**config.mk**
```make
export PLATFORM = sky130hd
export DESIGN_NAME = aud_ser_tx
export DESIGN_NICKNAME = d
export VERILOG_FILES = /design/src/rtl/aud_ser_pkg.sv /design/src/rtl/aud_ser_mclk_div.sv /design/src/rtl/aud_ser_slave_trk.sv /design/src/rtl/aud_ser_shift.sv /design/src/rtl/aud_ser_tx.sv
export SDC_FILE = /design/constraint.sdc
export NUM_CORES = 1
export LEC_CHECK = 0
export BUFFER_PORTS_ARGS = -buffer_cell sky130_fd_sc_hd__clkbuf_2
export CAP_MARGIN = 10
export CORE_MARGIN = 5
export CORE_UTILIZATION = 59
export CTS_CLUSTER_SIZE = 12
export DETAILED_ROUTE_END_ITERATION = 7
export PLACE_DENSITY_LB_ADDON = 0.3
export SLEW_MARGIN = 25
export SYNTH_ARGS = -nofsm -noshare
export SYNTH_HDL_FRONTEND = slang
export SYNTH_HIERARCHICAL = 1
export SYNTH_SLANG_ARGS = --single-unit
export TNS_END_PERCENT = 20
```
**constraint.sdc**
```tcl
create_clock -name mclk -period 4.2 [get_ports mclk]
set_input_delay 0.21 -clock mclk [delete_from_list [all_inputs] [get_ports mclk]]
set_output_delay 0.21 -clock mclk [all_outputs]
set_load 0.01 [all_outputs]
```
**src/rtl/aud_ser_pkg.sv**
```systemverilog
// Shared types for the serial audio transmit port.
// Assumes the role and format codes are fixed by the pin decode of R1/R4/R5.
package aud_ser_pkg;

    typedef enum logic [1:0] {
        ROLE_M256  = 2'b00,
        ROLE_SLAVE = 2'b01,
        ROLE_M512  = 2'b10,
        ROLE_M128  = 2'b11
    } port_role_e;

    typedef enum logic {
        FMT_LJ  = 1'b0,
        FMT_I2S = 1'b1
    } frame_fmt_e;

    // Master-clock cycles per frame for a role; 0 when the port is a slave.
    function automatic int role_ratio(port_role_e r);
        case (r)
            ROLE_M256: return 256;
            ROLE_M512: return 512;
            ROLE_M128: return 128;
            default:   return 0;
        endcase
    endfunction

endpackage

```
**src/rtl/aud_ser_mclk_div.sv**
```systemverilog
// Master-role clock generator.
// Divides the master clock into a 50% bit clock (2*HALF_SLOTS bits per frame)
// and a 50% frame clock, and reports which slot is launched at each falling
// bit-clock edge. Assumes HALF_SLOTS is a power of two and role is held stable.
module aud_ser_mclk_div
    import aud_ser_pkg::*;
#(
    parameter int HALF_SLOTS = 32,
    parameter int MAX_RATIO  = 512,
    localparam int POS_W     = $clog2(HALF_SLOTS)
) (
    input  logic             clk,
    input  logic             rst_n,
    input  logic             enable,
    input  port_role_e       role,
    input  frame_fmt_e       fmt,
    output logic             launch,
    output logic             half_right,
    output logic [POS_W-1:0] pos,
    output logic             bclk,
    output logic             lrck
);
    localparam int DIV_MAX = MAX_RATIO / (2 * HALF_SLOTS);
    localparam int CNT_W   = (DIV_MAX > 2) ? $clog2(DIV_MAX) : 1;

    logic [CNT_W-1:0] cnt_q, cnt_nxt, div_last;
    logic [CNT_W:0]   half_pt;
    logic [POS_W:0]   slot_q, slot_nxt;

    // Terminal count and high-phase threshold for the selected ratio.
    always_comb begin
        div_last = CNT_W'(role_ratio(role) / (2 * HALF_SLOTS) - 1);
        half_pt  = ({1'b0, div_last} + 1'b1) >> 1;
        cnt_nxt  = (cnt_q == div_last) ? '0 : cnt_q + 1'b1;
        launch   = enable && (cnt_q == div_last);
        slot_nxt = slot_q + 1'b1;
        half_right = slot_nxt[POS_W];
        pos        = slot_nxt[POS_W-1:0];
    end

    // Divider counter and registered bit clock (low then high within a bit).
    always_ff @(posedge clk) begin
        if (!rst_n || !enable) begin
            cnt_q <= '0;
            bclk  <= 1'b0;
        end else begin
            cnt_q <= cnt_nxt;
            bclk  <= ({1'b0, cnt_nxt} >= half_pt);
        end
    end

    // Slot counter and frame clock, both advanced on the falling bit edge.
    always_ff @(posedge clk) begin
        if (!rst_n || !enable) begin
            slot_q <= '1;
            lrck   <= 1'b0;
        end else if (launch) begin
            slot_q <= slot_nxt;
            lrck   <= (fmt == FMT_I2S) ? slot_nxt[POS_W] : ~slot_nxt[POS_W];
        end
    end

    // frame clock only moves together with a falling bit clock.
    assert_lrck_on_fall_R2: assert property (@(posedge clk) disable iff (!rst_n)
        !$stable(lrck) |-> $fell(bclk));

    // every launch is a falling edge of the generated bit clock.
    assert_launch_on_fall_R3: assert property (@(posedge clk) disable iff (!rst_n)
        launch |=> (!bclk && $past(bclk)));

endmodule

```
**src/rtl/aud_ser_slave_trk.sv**
```systemverilog
// Slave-role slot tracker.
// Synchronizes the external bit and frame clocks into the master-clock domain,
// finds falling bit-clock edges, and restarts the slot count on each frame-clock
// change. Assumes the master clock is well above 2x the external bit clock and
// that both external clocks see the same synchronizer delay.
module aud_ser_slave_trk
    import aud_ser_pkg::*;
#(
    parameter int HALF_SLOTS  = 32,
    parameter int SYNC_STAGES = 2,
    localparam int POS_W      = $clog2(HALF_SLOTS)
) (
    input  logic             clk,
    input  logic             rst_n,
    input  logic             enable,
    input  frame_fmt_e       fmt,
    input  logic             ext_bclk,
    input  logic             ext_lrck,
    output logic             launch,
    output logic             half_right,
    output logic [POS_W-1:0] pos
);
    logic [SYNC_STAGES-1:0] b_sync, l_sync;
    logic                   b_prev, l_last, right_q;
    logic [POS_W-1:0]       pos_q;
    logic                   b_now, l_now, lr_edge;

    // Synchronizer chains for both external clocks.
    always_ff @(posedge clk) begin
        if (!rst_n) begin
            b_sync <= '0;
            l_sync <= '0;
            b_prev <= 1'b0;
        end else begin
            b_sync <= {b_sync[SYNC_STAGES-2:0], ext_bclk};
            l_sync <= {l_sync[SYNC_STAGES-2:0], ext_lrck};
            b_prev <= b_sync[SYNC_STAGES-1];
        end
    end

    // Falling-edge strobe and next slot position.
    always_comb begin
        b_now   = b_sync[SYNC_STAGES-1];
        l_now   = l_sync[SYNC_STAGES-1];
        launch  = enable && b_prev && !b_now;
        lr_edge = (l_now != l_last);
        if (lr_edge) begin
            pos        = '0;
            half_right = (fmt == FMT_I2S) ? l_now : ~l_now;
        end else begin
            pos        = (pos_q == POS_W'(HALF_SLOTS - 1)) ? pos_q : pos_q + 1'b1;
            half_right = right_q;
        end
    end

    // Slot state updated at each launch.
    always_ff @(posedge clk) begin
        if (!rst_n) begin
            pos_q   <= '1;
            right_q <= 1'b1;
            l_last  <= 1'b0;
        end else if (launch) begin
            pos_q   <= pos;
            right_q <= half_right;
            l_last  <= l_now;
        end
    end

    // a frame-clock change always restarts counting at slot 0.
    assert_slot_restart_R6: assert property (@(posedge clk) disable iff (!rst_n)
        (launch && lr_edge) |=> (pos_q == '0));

endmodule

```
**src/rtl/aud_ser_shift.sv**
```systemverilog
// Sample holding and bit selection.
// Holds one pending pair from the handshake, moves it into the frame at the
// start of each left half, and drives the bit for each launched slot.
// Assumes launch/half_right/pos describe the slot that begins at this edge.
module aud_ser_shift
    import aud_ser_pkg::*;
#(
    parameter int SAMPLE_W   = 24,
    parameter int HALF_SLOTS = 32,
    localparam int POS_W     = $clog2(HALF_SLOTS)
) (
    input  logic                clk,
    input  logic                rst_n,
    input  logic                out_en,
    input  frame_fmt_e          fmt,
    input  logic                launch,
    input  logic                half_right,
    input  logic [POS_W-1:0]    pos,
    input  logic                smp_valid,
    output logic                smp_ready,
    input  logic [SAMPLE_W-1:0] smp_left,
    input  logic [SAMPLE_W-1:0] smp_right,
    output logic                sdata
);
    logic [SAMPLE_W-1:0] pend_l, pend_r, cur_l, cur_r, word;
    logic                pend_full, frame_start, accept, bit_val;
    int                  rel;

    // Handshake and frame-start decode.
    always_comb begin
        smp_ready   = ~pend_full;
        accept      = smp_valid && smp_ready;
        frame_start = launch && !half_right && (pos == '0);
    end

    // Pending pair register and current frame words.
    always_ff @(posedge clk) begin
        if (!rst_n) begin
            pend_full <= 1'b0;
            pend_l    <= '0;
            pend_r    <= '0;
            cur_l     <= '0;
            cur_r     <= '0;
        end else begin
            if (frame_start) begin
                cur_l <= pend_full ? pend_l : '0;
                cur_r <= pend_full ? pend_r : '0;
            end
            if (accept) begin
                pend_l    <= smp_left;
                pend_r    <= smp_right;
                pend_full <= 1'b1;
            end else if (frame_start) begin
                pend_full <= 1'b0;
            end
        end
    end

    // Bit for the launched slot, bypassing the frame load on the first slot.
    always_comb begin
        if (half_right)       word = cur_r;
        else if (frame_start) word = pend_full ? pend_l : '0;
        else                  word = cur_l;
        rel = int'(pos) - ((fmt == FMT_I2S) ? 1 : 0);
        if (rel >= 0 && rel < SAMPLE_W) bit_val = word[SAMPLE_W-1-rel];
        else                            bit_val = 1'b0;
    end

    // Serial data register, launched on the falling bit edge.
    always_ff @(posedge clk) begin
        if (!rst_n || !out_en) sdata <= 1'b0;
        else if (launch)       sdata <= bit_val;
    end

    // data is quiet in the cycle after output enable was low.
    assert_quiet_when_off_R8: assert property (@(posedge clk) disable iff (!rst_n)
        !$past(out_en) |-> !sdata);

    // taking a pair closes the handshake on the following cycle.
    assert_ready_drop_R9: assert property (@(posedge clk) disable iff (!rst_n)
        (smp_valid && smp_ready) |=> !smp_ready);

    // slots past the longest sample window always carry zero.
    assert_tail_zero_R4: assert property (@(posedge clk) disable iff (!rst_n)
        (launch && (int'(pos) > SAMPLE_W)) |=> !sdata);

endmodule

```
**src/rtl/aud_ser_tx.sv**
```systemverilog
// Stereo serial audio transmit port (top).
// Captures role and format while reset is low, runs either the master clock
// generator or the slave tracker, and feeds the chosen slot stream to the
// serializer. Assumes one clock domain (mclk) and synchronous active-low reset.
module aud_ser_tx
    import aud_ser_pkg::*;
#(
    parameter int SAMPLE_W    = 24,
    parameter int HALF_SLOTS  = 32,
    parameter int MAX_RATIO   = 512,
    parameter int SYNC_STAGES = 2
) (
    input  logic                mclk,
    input  logic                rst_n,
    input  logic [1:0]          role_sel,
    input  logic                fmt_sel,
    input  logic                out_en,
    input  logic                ext_bclk,
    input  logic                ext_lrck,
    input  logic                smp_valid,
    output logic                smp_ready,
    input  logic [SAMPLE_W-1:0] smp_left,
    input  logic [SAMPLE_W-1:0] smp_right,
    output logic                bclk_o,
    output logic                lrck_o,
    output logic                sdata_o
);
    localparam int POS_W = $clog2(HALF_SLOTS);

    port_role_e       role_q;
    frame_fmt_e       fmt_q;
    logic             is_master;
    logic             m_launch, m_right, m_bclk, m_lrck;
    logic [POS_W-1:0] m_pos;
    logic             s_launch, s_right;
    logic [POS_W-1:0] s_pos;
    logic             launch, half_right;
    logic [POS_W-1:0] pos;

    // Role and format are sampled only while reset is held.
    always_ff @(posedge mclk) begin
        if (!rst_n) begin
            role_q <= port_role_e'(role_sel);
            fmt_q  <= frame_fmt_e'(fmt_sel);
        end
    end

    assign is_master = (role_q != ROLE_SLAVE);

    aud_ser_mclk_div #(
        .HALF_SLOTS (HALF_SLOTS),
        .MAX_RATIO  (MAX_RATIO)
    ) u_div (
        .clk        (mclk),
        .rst_n      (rst_n),
        .enable     (is_master),
        .role       (role_q),
        .fmt        (fmt_q),
        .launch     (m_launch),
        .half_right (m_right),
        .pos        (m_pos),
        .bclk       (m_bclk),
        .lrck       (m_lrck)
    );

    aud_ser_slave_trk #(
        .HALF_SLOTS  (HALF_SLOTS),
        .SYNC_STAGES (SYNC_STAGES)
    ) u_trk (
        .clk        (mclk),
        .rst_n      (rst_n),
        .enable     (!is_master),
        .fmt        (fmt_q),
        .ext_bclk   (ext_bclk),
        .ext_lrck   (ext_lrck),
        .launch     (s_launch),
        .half_right (s_right),
        .pos        (s_pos)
    );

    // Slot stream and clock outputs from whichever side owns the role.
    always_comb begin
        launch     = is_master ? m_launch : s_launch;
        half_right = is_master ? m_right  : s_right;
        pos        = is_master ? m_pos    : s_pos;
        bclk_o     = is_master && m_bclk;
        lrck_o     = is_master && m_lrck;
    end

    aud_ser_shift #(
        .SAMPLE_W   (SAMPLE_W),
        .HALF_SLOTS (HALF_SLOTS)
    ) u_shift (
        .clk        (mclk),
        .rst_n      (rst_n),
        .out_en     (out_en),
        .fmt        (fmt_q),
        .launch     (launch),
        .half_right (half_right),
        .pos        (pos),
        .smp_valid  (smp_valid),
        .smp_ready  (smp_ready),
        .smp_left   (smp_left),
        .smp_right  (smp_right),
        .sdata      (sdata_o)
    );

    // captured configuration never moves outside reset.
    assert_cfg_hold_R7: assert property (@(posedge mclk) disable iff (!rst_n)
        rst_n |=> ($stable(role_q) && $stable(fmt_q)));

    // no clocks are driven out in slave role.
    assert_slave_quiet_R6: assert property (@(posedge mclk) disable iff (!rst_n)
        (role_q == ROLE_SLAVE) |-> (!bclk_o && !lrck_o));

endmodule

```
Word level (Yosys, flattened, before mapping)
Index checks and enable logic that the tools add are counted.
{"block": "word_totals", "reg_bits": 124, "latch_bits": 0, "ramBits": 0, "rom_bits": 0, "elab_cells": 81, "mem_count": 0}
{"block": "classes", "add_sub_neg": 8, "multipliers": 0, "div_mod_pow": 0, "order_cmp": 4, "eq_ne": 6, "n_shift": 0, "n_mux": 21, "bitwise_logic": 4, "reduce_logical": 20}
{"cell": "$mux 24", "n": 4}
{"cell": "$ge 32x1->1 const B", "n": 1}
{"cell": "$lt 32x6->1 const B", "n": 1}
{"cell": "$lt 32x7->1 const B", "n": 1}
{"cell": "$sub 6x32->32", "n": 1}
{"cell": "$sub 6x32->32 const A", "n": 1}
{"cell": "$pmux 9 s3", "n": 1}
{"cell": "$mux 5", "n": 3}
{"cell": "$mux 1", "n": 11}
{"cell": "$logic_and 1x1->1", "n": 9}
{"cell": "$add 6x1->6 const B", "n": 1}
{"cell": "$reduce_or 6->1", "n": 1}
{"cell": "$add 5x1->5 const B", "n": 1}
{"cell": "$bmux 1 s5", "n": 1}
{"cell": "$eq 5x5->1 const B", "n": 1}
{"cell": "$logic_not 1->1", "n": 5}
{"cell": "$logic_not 5->1", "n": 1}
{"cell": "$add 3x1->4 const B", "n": 1}
{"cell": "$eq 2x2->1 const B", "n": 2}
{"cell": "$add 3x1->3", "n": 1}
{"cell": "$add 3x1->3 const B", "n": 1}
{"cell": "$eq 3x3->1", "n": 1}
{"cell": "$ge 3x3->1", "n": 1}
{"cell": "$mux 3", "n": 1}
{"cell": "8 further kinds", "n": 11}

Longest topological paths before layout
{"block": "logic_depth", "ltp_word": 17, "mapped_depth": 16, "depth_no_buf": 14}

Modules after synthesis
The synthesis kept the hierarchy.
{"mod": "aud_ser_shift", "instances": 1, "cells_per_inst": 568, "area_each_um2": 4625.7, "seq_area_each_um2": 1961.9}
{"mod": "aud_ser_mclk_div", "instances": 1, "cells_per_inst": 70, "area_each_um2": 638.1, "seq_area_each_um2": 220.2}
{"mod": "aud_ser_slave_trk", "instances": 1, "cells_per_inst": 66, "area_each_um2": 575.6, "seq_area_each_um2": 240.2}
{"mod": "aud_ser_tx", "instances": 1, "cells_per_inst": 16, "area_each_um2": 241.5, "seq_area_each_um2": 90.1}

Worst setup path before layout
OpenSTA, ideal clock, no wires.
{"block": "synth_path", "path_kind": "register -> register", "startpoint": "register u_trk.pos_q[0]", "endpoint": "register u_shift.sdata", "setup_ns": 0.131, "t_arrival_ns": 3.073, "path_slack_ns": 0.996, "stages_incl_launch_ff": 17, "period_less_slack_ns": 3.204, "path_cell_list": "dfxtp_1 -> ha_1 -> clkbuf_2 -> nand4_1 -> xnor2_1 -> nor2_1 -> mux2_4 -> inv_1 -> ha_1 -> clkbuf_1 -> clkbuf_1 -> mux2i_1 -> o211ai_1 -> a311oi_1 -> a22oi_1 -> a31oi_1 -> o211ai_1"}
{"block": "synth_between", "elab_chain_cells": 12, "elab_cells_between_ends": 18, "cone_classes": "3 x add/sub; 2 x order compare; 1 x eq/ne; 9 x mux; 3 x reduce/logical"}
{"element": "start, declared", "line_no": "aud_ser_slave_trk.sv:25", "text": "logic [POS_W-1:0] pos_q;"}
{"element": "start signal, assigned", "line_no": "aud_ser_slave_trk.sv:63", "text": "pos_q <= pos;"}
{"element": "$add 5x1->5 or $eq 5x5->1 (tied branches)", "line_no": "aud_ser_slave_trk.sv:51", "text": "pos = (pos_q == POS_W'(HALF_SLOTS - 1)) ? pos_q : pos_q + 1'b1;"}
{"element": "$mux 5 (*)", "line_no": "aud_ser_slave_trk.sv:51"}
{"element": "$mux 5 (*)", "line_no": "aud_ser_slave_trk.sv:47", "text": "if (lr_edge) begin"}
{"element": "net s_pos[0]", "line_no": "aud_ser_tx.sv:36", "text": "logic [POS_W-1:0] s_pos;"}
{"element": "$mux 5 (*)", "line_no": "aud_ser_tx.sv:85", "text": "pos = is_master ? m_pos : s_pos;"}
{"element": "net pos[0]", "line_no": "aud_ser_tx.sv:38", "text": "logic [POS_W-1:0] pos;"}
{"element": "parallel branches: the longest is 7 deep, another holds $sub 6x32->32"}
{"element": "$mux 1 (*)", "line_no": "aud_ser_shift.sv:65", "text": "if (rel >= 0 && rel < SAMPLE_W) bit_val = word[SAMPLE_W-1-rel];"}
{"element": "end signal, assigned", "line_no": "aud_ser_shift.sv:72", "text": "else if (launch) sdata <= bit_val;"}
{"element": "end, declared", "line_no": "aud_ser_shift.sv:23", "text": "output logic sdata"}
Mark *: on every way through the listed nets, which the timed path passes. The select of a mux whose other input is x is not followed.
A chain may end at the register's enable or synchronous reset.

Final worst setup path
{"block": "layout_path", "startpoint": "register role_q[1]", "endpoint": "register u_shift.sdata"}
{"block": "layout_between", "elab_chain_cells": 15, "elab_cells_between_ends": 30, "cone_classes": "4 x add/sub; 2 x order compare; 4 x eq/ne; 10 x mux; 10 x reduce/logical"}
{"element": "start, declared", "line_no": "aud_ser_tx.sv:30", "text": "port_role_e role_q;"}
{"element": "start signal, assigned", "line_no": "aud_ser_tx.sv:43", "text": "role_q <= port_role_e'(role_sel);"}
{"element": "$eq 2x2->1 or $logic_not 2->1 (tied branches)", "line_no": "aud_ser_pkg.sv:19", "text": "case (r)"}
{"element": "$pmux 9 s3", "line_no": "aud_ser_pkg.sv:19"}
{"element": "$add 3x1->3 (no source line)"}
{"element": "$sub 3x2->3", "line_no": "aud_ser_mclk_div.sv:32", "text": "div_last = CNT_W'(role_ratio(role) / (2 * HALF_SLOTS) - 1);"}
{"element": "$eq 3x3->1", "line_no": "aud_ser_mclk_div.sv:35", "text": "launch = enable && (cnt_q == div_last);"}
{"element": "$logic_and 1x1->1 (*)", "line_no": "aud_ser_mclk_div.sv:35"}
{"element": "net m_launch", "line_no": "aud_ser_tx.sv:33", "text": "logic m_launch, m_right, m_bclk, m_lrck;"}
{"element": "$mux 1 (*)", "line_no": "aud_ser_tx.sv:83", "text": "launch = is_master ? m_launch : s_launch;"}
{"element": "net launch", "line_no": "aud_ser_tx.sv:37", "text": "logic launch, half_right;"}
{"element": "$logic_and 1x1->1 (2 in a row)", "line_no": "aud_ser_shift.sv:33", "text": "frame_start = launch && !half_right && (pos == '0);"}
{"element": "$mux 24", "line_no": "aud_ser_shift.sv:62", "text": "else if (frame_start) word = pend_full ? pend_l : '0;"}
{"element": "$mux 24", "line_no": "aud_ser_shift.sv:61", "text": "if (half_right) word = cur_r;"}
{"element": "$bmux 1 s5", "line_no": "aud_ser_shift.sv:65"}
{"element": "$mux 1 (not written as such) (2 in a row)", "line_no": "aud_ser_shift.sv:65"}
{"element": "$mux 1", "line_no": "aud_ser_shift.sv:65"}
The timed path passes the listed nets; every way through them passes the cells marked *. The select of a mux whose other input is x is not followed.

==> key figures <==
Route
  • Post-DRT Antenna Nets: 0
  • Vias: 5489
  • WL/cell: approximately 16 um
  • Vias per cell: 5.72
  • Total Wirelength: 15800 um
  • DRC viols: 0
  • Initial DRT Pass Iterations: 5
  • Initial DRC count: approximately 350

Worst setup path
  • Worst Setup EP: u_shift/sdata
  • Worst EP required: between 4 and 5 ns
  • R2R cell count: 12
  • Slowest CP cell: a2111oi_0
  • Peak fanout along the critical path: 24
  • Crit path max-delay family: compound AO/OA/AOI/OAI gates
  • Reg2reg start: role_q[1]
  • CP Buf/Inv Count: 1
  • Critical Path Source: role_q[1]
  • Cells along the critical path: inv_1 > ha_1 > xnor2_1 > and3_1 > and2_1 > mux2_4 > or4b_4 > o21ai_0 > mux4_2 > a2111oi_0 > o221ai_1 > o211ai_1
  • Arrival time worst endpoint: 4.22 ns
  • Setup crit end kind: flop
  • Worst R2R End: u_shift/sdata
  • Crit Path Class: flop to flop
  • Crit path launch type: flop
  • Cell depth of the worst setup path: 12
  • Max stage delay on crit path: around 0.52 ns
  • R2R Setup Slk: approximately 0.43 ns

Yosys
  • Async S/R FF share, synth: 0%
  • Ys flop type: dfxtp_1
  • Yosys top cell area share: between 30% and 40%
  • Syn. warnings: 6
  • Adder-Cell Fraction of Synth Area: between 2 and 2.5%
  • Cell Area, Synth: 6080 sq um
  • Post-synth EDFFs: 3
  • XOR/XNOR Fraction of Synth Area: around 3%
  • Unique masters post-synth: 72
  • Compound-Gate Fraction of Synth Area: 21.5%
  • Area contributors post-synth: dfxtp_1, a21boi_0, nand2_1
  • Net count after synthesis: around 790
  • Mean Syn Cell Area: around 8.4 sq um
  • Synth Area in Simple Gates: 23.3%
  • Sequential fraction of the synthesis area: around two fifths
  • Mux contribution to synthesized area: 3.42%
  • Largest family of logic cells by synthesized area: simple AND/OR/NAND/NOR gates
  • Synthesis-stage register bit count: approximately 120
  • Syn Inst Count: 720
  • Yosys top cell by area: dfxtp_1

Die
  • Die W: approximately 110 um
  • Core Area: slightly above 10000 sq um
  • Io pins: between 60 and 70
  • Initial Util: between 50% and 60%
  • Rows: 37
  • Full die area: 12400 sq um
  • Die H: ~110 um

Timing
  • Fin worst setup slack: about 0.43 ns
  • Final period utilization: 89.8%
  • Max-slew violation count: 0
  • # setup viols final: 0
  • Relative slew slack: around 55%
  • Worst-margin pin slew: 0.668 ns
  • Setup Skew: between 0.006 and 0.007 ns
  • RSZ-0062 raised after global routing: false
  • Final hold vios: 0
  • Setup TNS: 0 ns
  • Fmax: about 0.27 GHz
  • Tmin final: about 3.8 ns

Power
  • Power share of the combinational group: ~16%
  • IR Drop Worst-Case VDD: 0.383 mV
  • Pint: approximately 2400 uW
  • P per Cell Area: 432 nW/um^2
  • Sw frac: between 20 and 30%
  • Clock network power share: 45.2%
  • Total Power: between 3000 and 4000 uW
  • Leakage: just under 0.003 uW
  • NetSw: roughly 890 uW
  • Sequential Power Share: 38.4%

Flow run
  • Max cap viols: 0

Clocking
  • Reg clk slew, reported paths: ~0.06 ns
  • Clock root cell: clkbuf_8
  • Post-cts resize count: 0
  • Postcts setup bufs: 0
  • Longest Clk Path Bufs: 2
  • Worst skew pair latency: about 0.53 ns
  • Hold Buf Count CTS: 53
  • CTS H-tree depth: 4
  • Clock buffer count from CTS: 17
  • CTS tree: yes
  • TritonCTS Sinks: between 100 and 150

Global route
  • Vias in the first global route: 5392
  • Total grt overflow: 0
  • Largest net degree at the start of global routing: 79
  • Antenna violations before repair: 0
  • All-Layer GR Usage: between 20% and 30%
  • First-pass GRT wire length: 26500 um

Placement
  • Final HPWL DP: ~9900 um
  • Gpl congestion: 0.998
  • Worst slack, placed: around 0.54 ns
  • I/O Buffers: 60

Layout
  • Synth-to-Final Area Change: 24.4%
  • Final layout net count: a little under 900
  • Ratio of cells with drive above 1 in the final layout: between 10% and 20%
  • Antenna diode instance count: 0

Status
  • Status: finished, final reports clean

Hold path
  • Hold Crit Class: input port to flop
## flip-flops by register name, summed over array words and instances (netlist names), 2 cells and up
signal / flops
u_div/slot_q: 6
u_trk/b_sync: 2
u_shift/cur_r: 24
u_shift/pend_l: 24
u_shift/pend_r: 24
u_trk/pos_q: 5
u_shift/cur_l: 24
u_div/cnt_q: 3
role_q: 2
u_trk/l_sync: 2
## worst min-delay path, cell delays in order
cell      delay, ns
clkbuf_2       0.11
and4b_1        0.20
a31oi_1        0.05
o211ai_1       0.10
## power by group through the flow
| stage | registers, uW | clock network, uW | logic, uW |
|---|---|---|---|
| 4_1_cts | 1250 | 1500 | 518 |
| 3_5_place_dp | 1280 | 0 | 476 |
| 3_3_place_gp | 1280 | 0 | 463 |
| 2_1_floorplan | 1270 | 0 | 350 |
| 6_report | 1260 | 1480 | 537 |
| 5_1_grt | 1260 | 1560 | 580 |
## stage by stage
step | std cells | hold WS (ns) | util [%] | area, sq um
after floorplan | 720 | 0.286 | - | 6080
after global placement | 874 | 0.387 | 62.8 | 6390
after detailed placement | 874 | 0.389 | 62.8 | 6390
after CTS | 959 | 0.134 | 74.0 | 7530
after global routing | 960 | 0.180 | 74.3 | 7560
final | 960 | 0.182 | 74.3 | 7560
## per-layer routing
layer	share of wire [%]	up-vias	GRT usage [%]
met1	44	2572	32.8
met2	47	195	42.6
met3	6.5	42	7.61
met4	2.6	0	10.1
li1	-	2680	-
met5	0	-	0
## cell usage in the layout (no fill, tap or decap), drive strengths merged, types with 11 or more instances in the layout
master         n
nand2        167
dfxtp        121
a21boi        84
clkbuf        81
dlygate4sd3   53
nand3         37
o21ai         22
a21oi         20
inv           20
nor2b         15
buf           14
nor3          14
nor2          12
xnor2         11
## layout make-up
class / instances / area (sq um)
clock buffers: 21 / 480
clock inverters: 11 / 130
fillers: 741 / 2620
inverters: 18 / 67.6
multi-input cells: 523 / 3250
flip-flops and latches: 124 / 2510
well taps: 136 / 170
repair buffers: 127 / 956
## cell usage after synthesis, types with 4 or more instances
| cell | n |
|---|---|
| a2111oi_0 | 5 |
| a211oi_1 | 6 |
| a21boi_0 | 83 |
| a21oi_1 | 20 |
| a22oi_1 | 8 |
| a311oi_1 | 6 |
| a31oi_1 | 4 |
| and2_1 | 10 |
| buf_1 | 5 |
| buf_2 | 5 |
| buf_6 | 4 |
| clkbuf_1 | 37 |
| dfxtp_1 | 121 |
| ha_1 | 10 |
| inv_1 | 17 |
| mux2_2 | 4 |
| mux2_4 | 6 |
| mux2i_1 | 5 |
| nand2_1 | 166 |
| nand2b_1 | 8 |
| nand3_1 | 37 |
| nand3b_1 | 4 |
| nand4_1 | 5 |
| nor2_1 | 11 |
| nor2b_1 | 13 |
| nor3_1 | 12 |
| nor4_1 | 5 |
| o21a_1 | 4 |
| o21ai_0 | 19 |
| xnor2_1 | 11 |
| xor2_1 | 8 |
## worst min path at each step
stage / start / endpoint / slack (ns) / cells past startpoint
floorplan: rst_n / u_trk/pos_q[4] / 0.29 / 1
global placement: fmt_sel / fmt_q / 0.39 / 1
detailed placement: role_sel[1] / role_q[1] / 0.39 / 1
CTS: out_en / u_shift/sdata / 0.13 / 4
global route: out_en / u_shift/sdata / 0.18 / 4
finish: out_en / u_shift/sdata / 0.18 / 4
## cell families after synthesis
group	Yosys count
AO/OA/AOI/OAI	182
XOR/XNOR	20
adder cells (fa/ha/maj)	10
buffers and inverters	73
flip-flops	124
multiplexers	16
AND/OR/NAND/NOR	295
No activity file was read; power rests on OpenSTA's default activity.
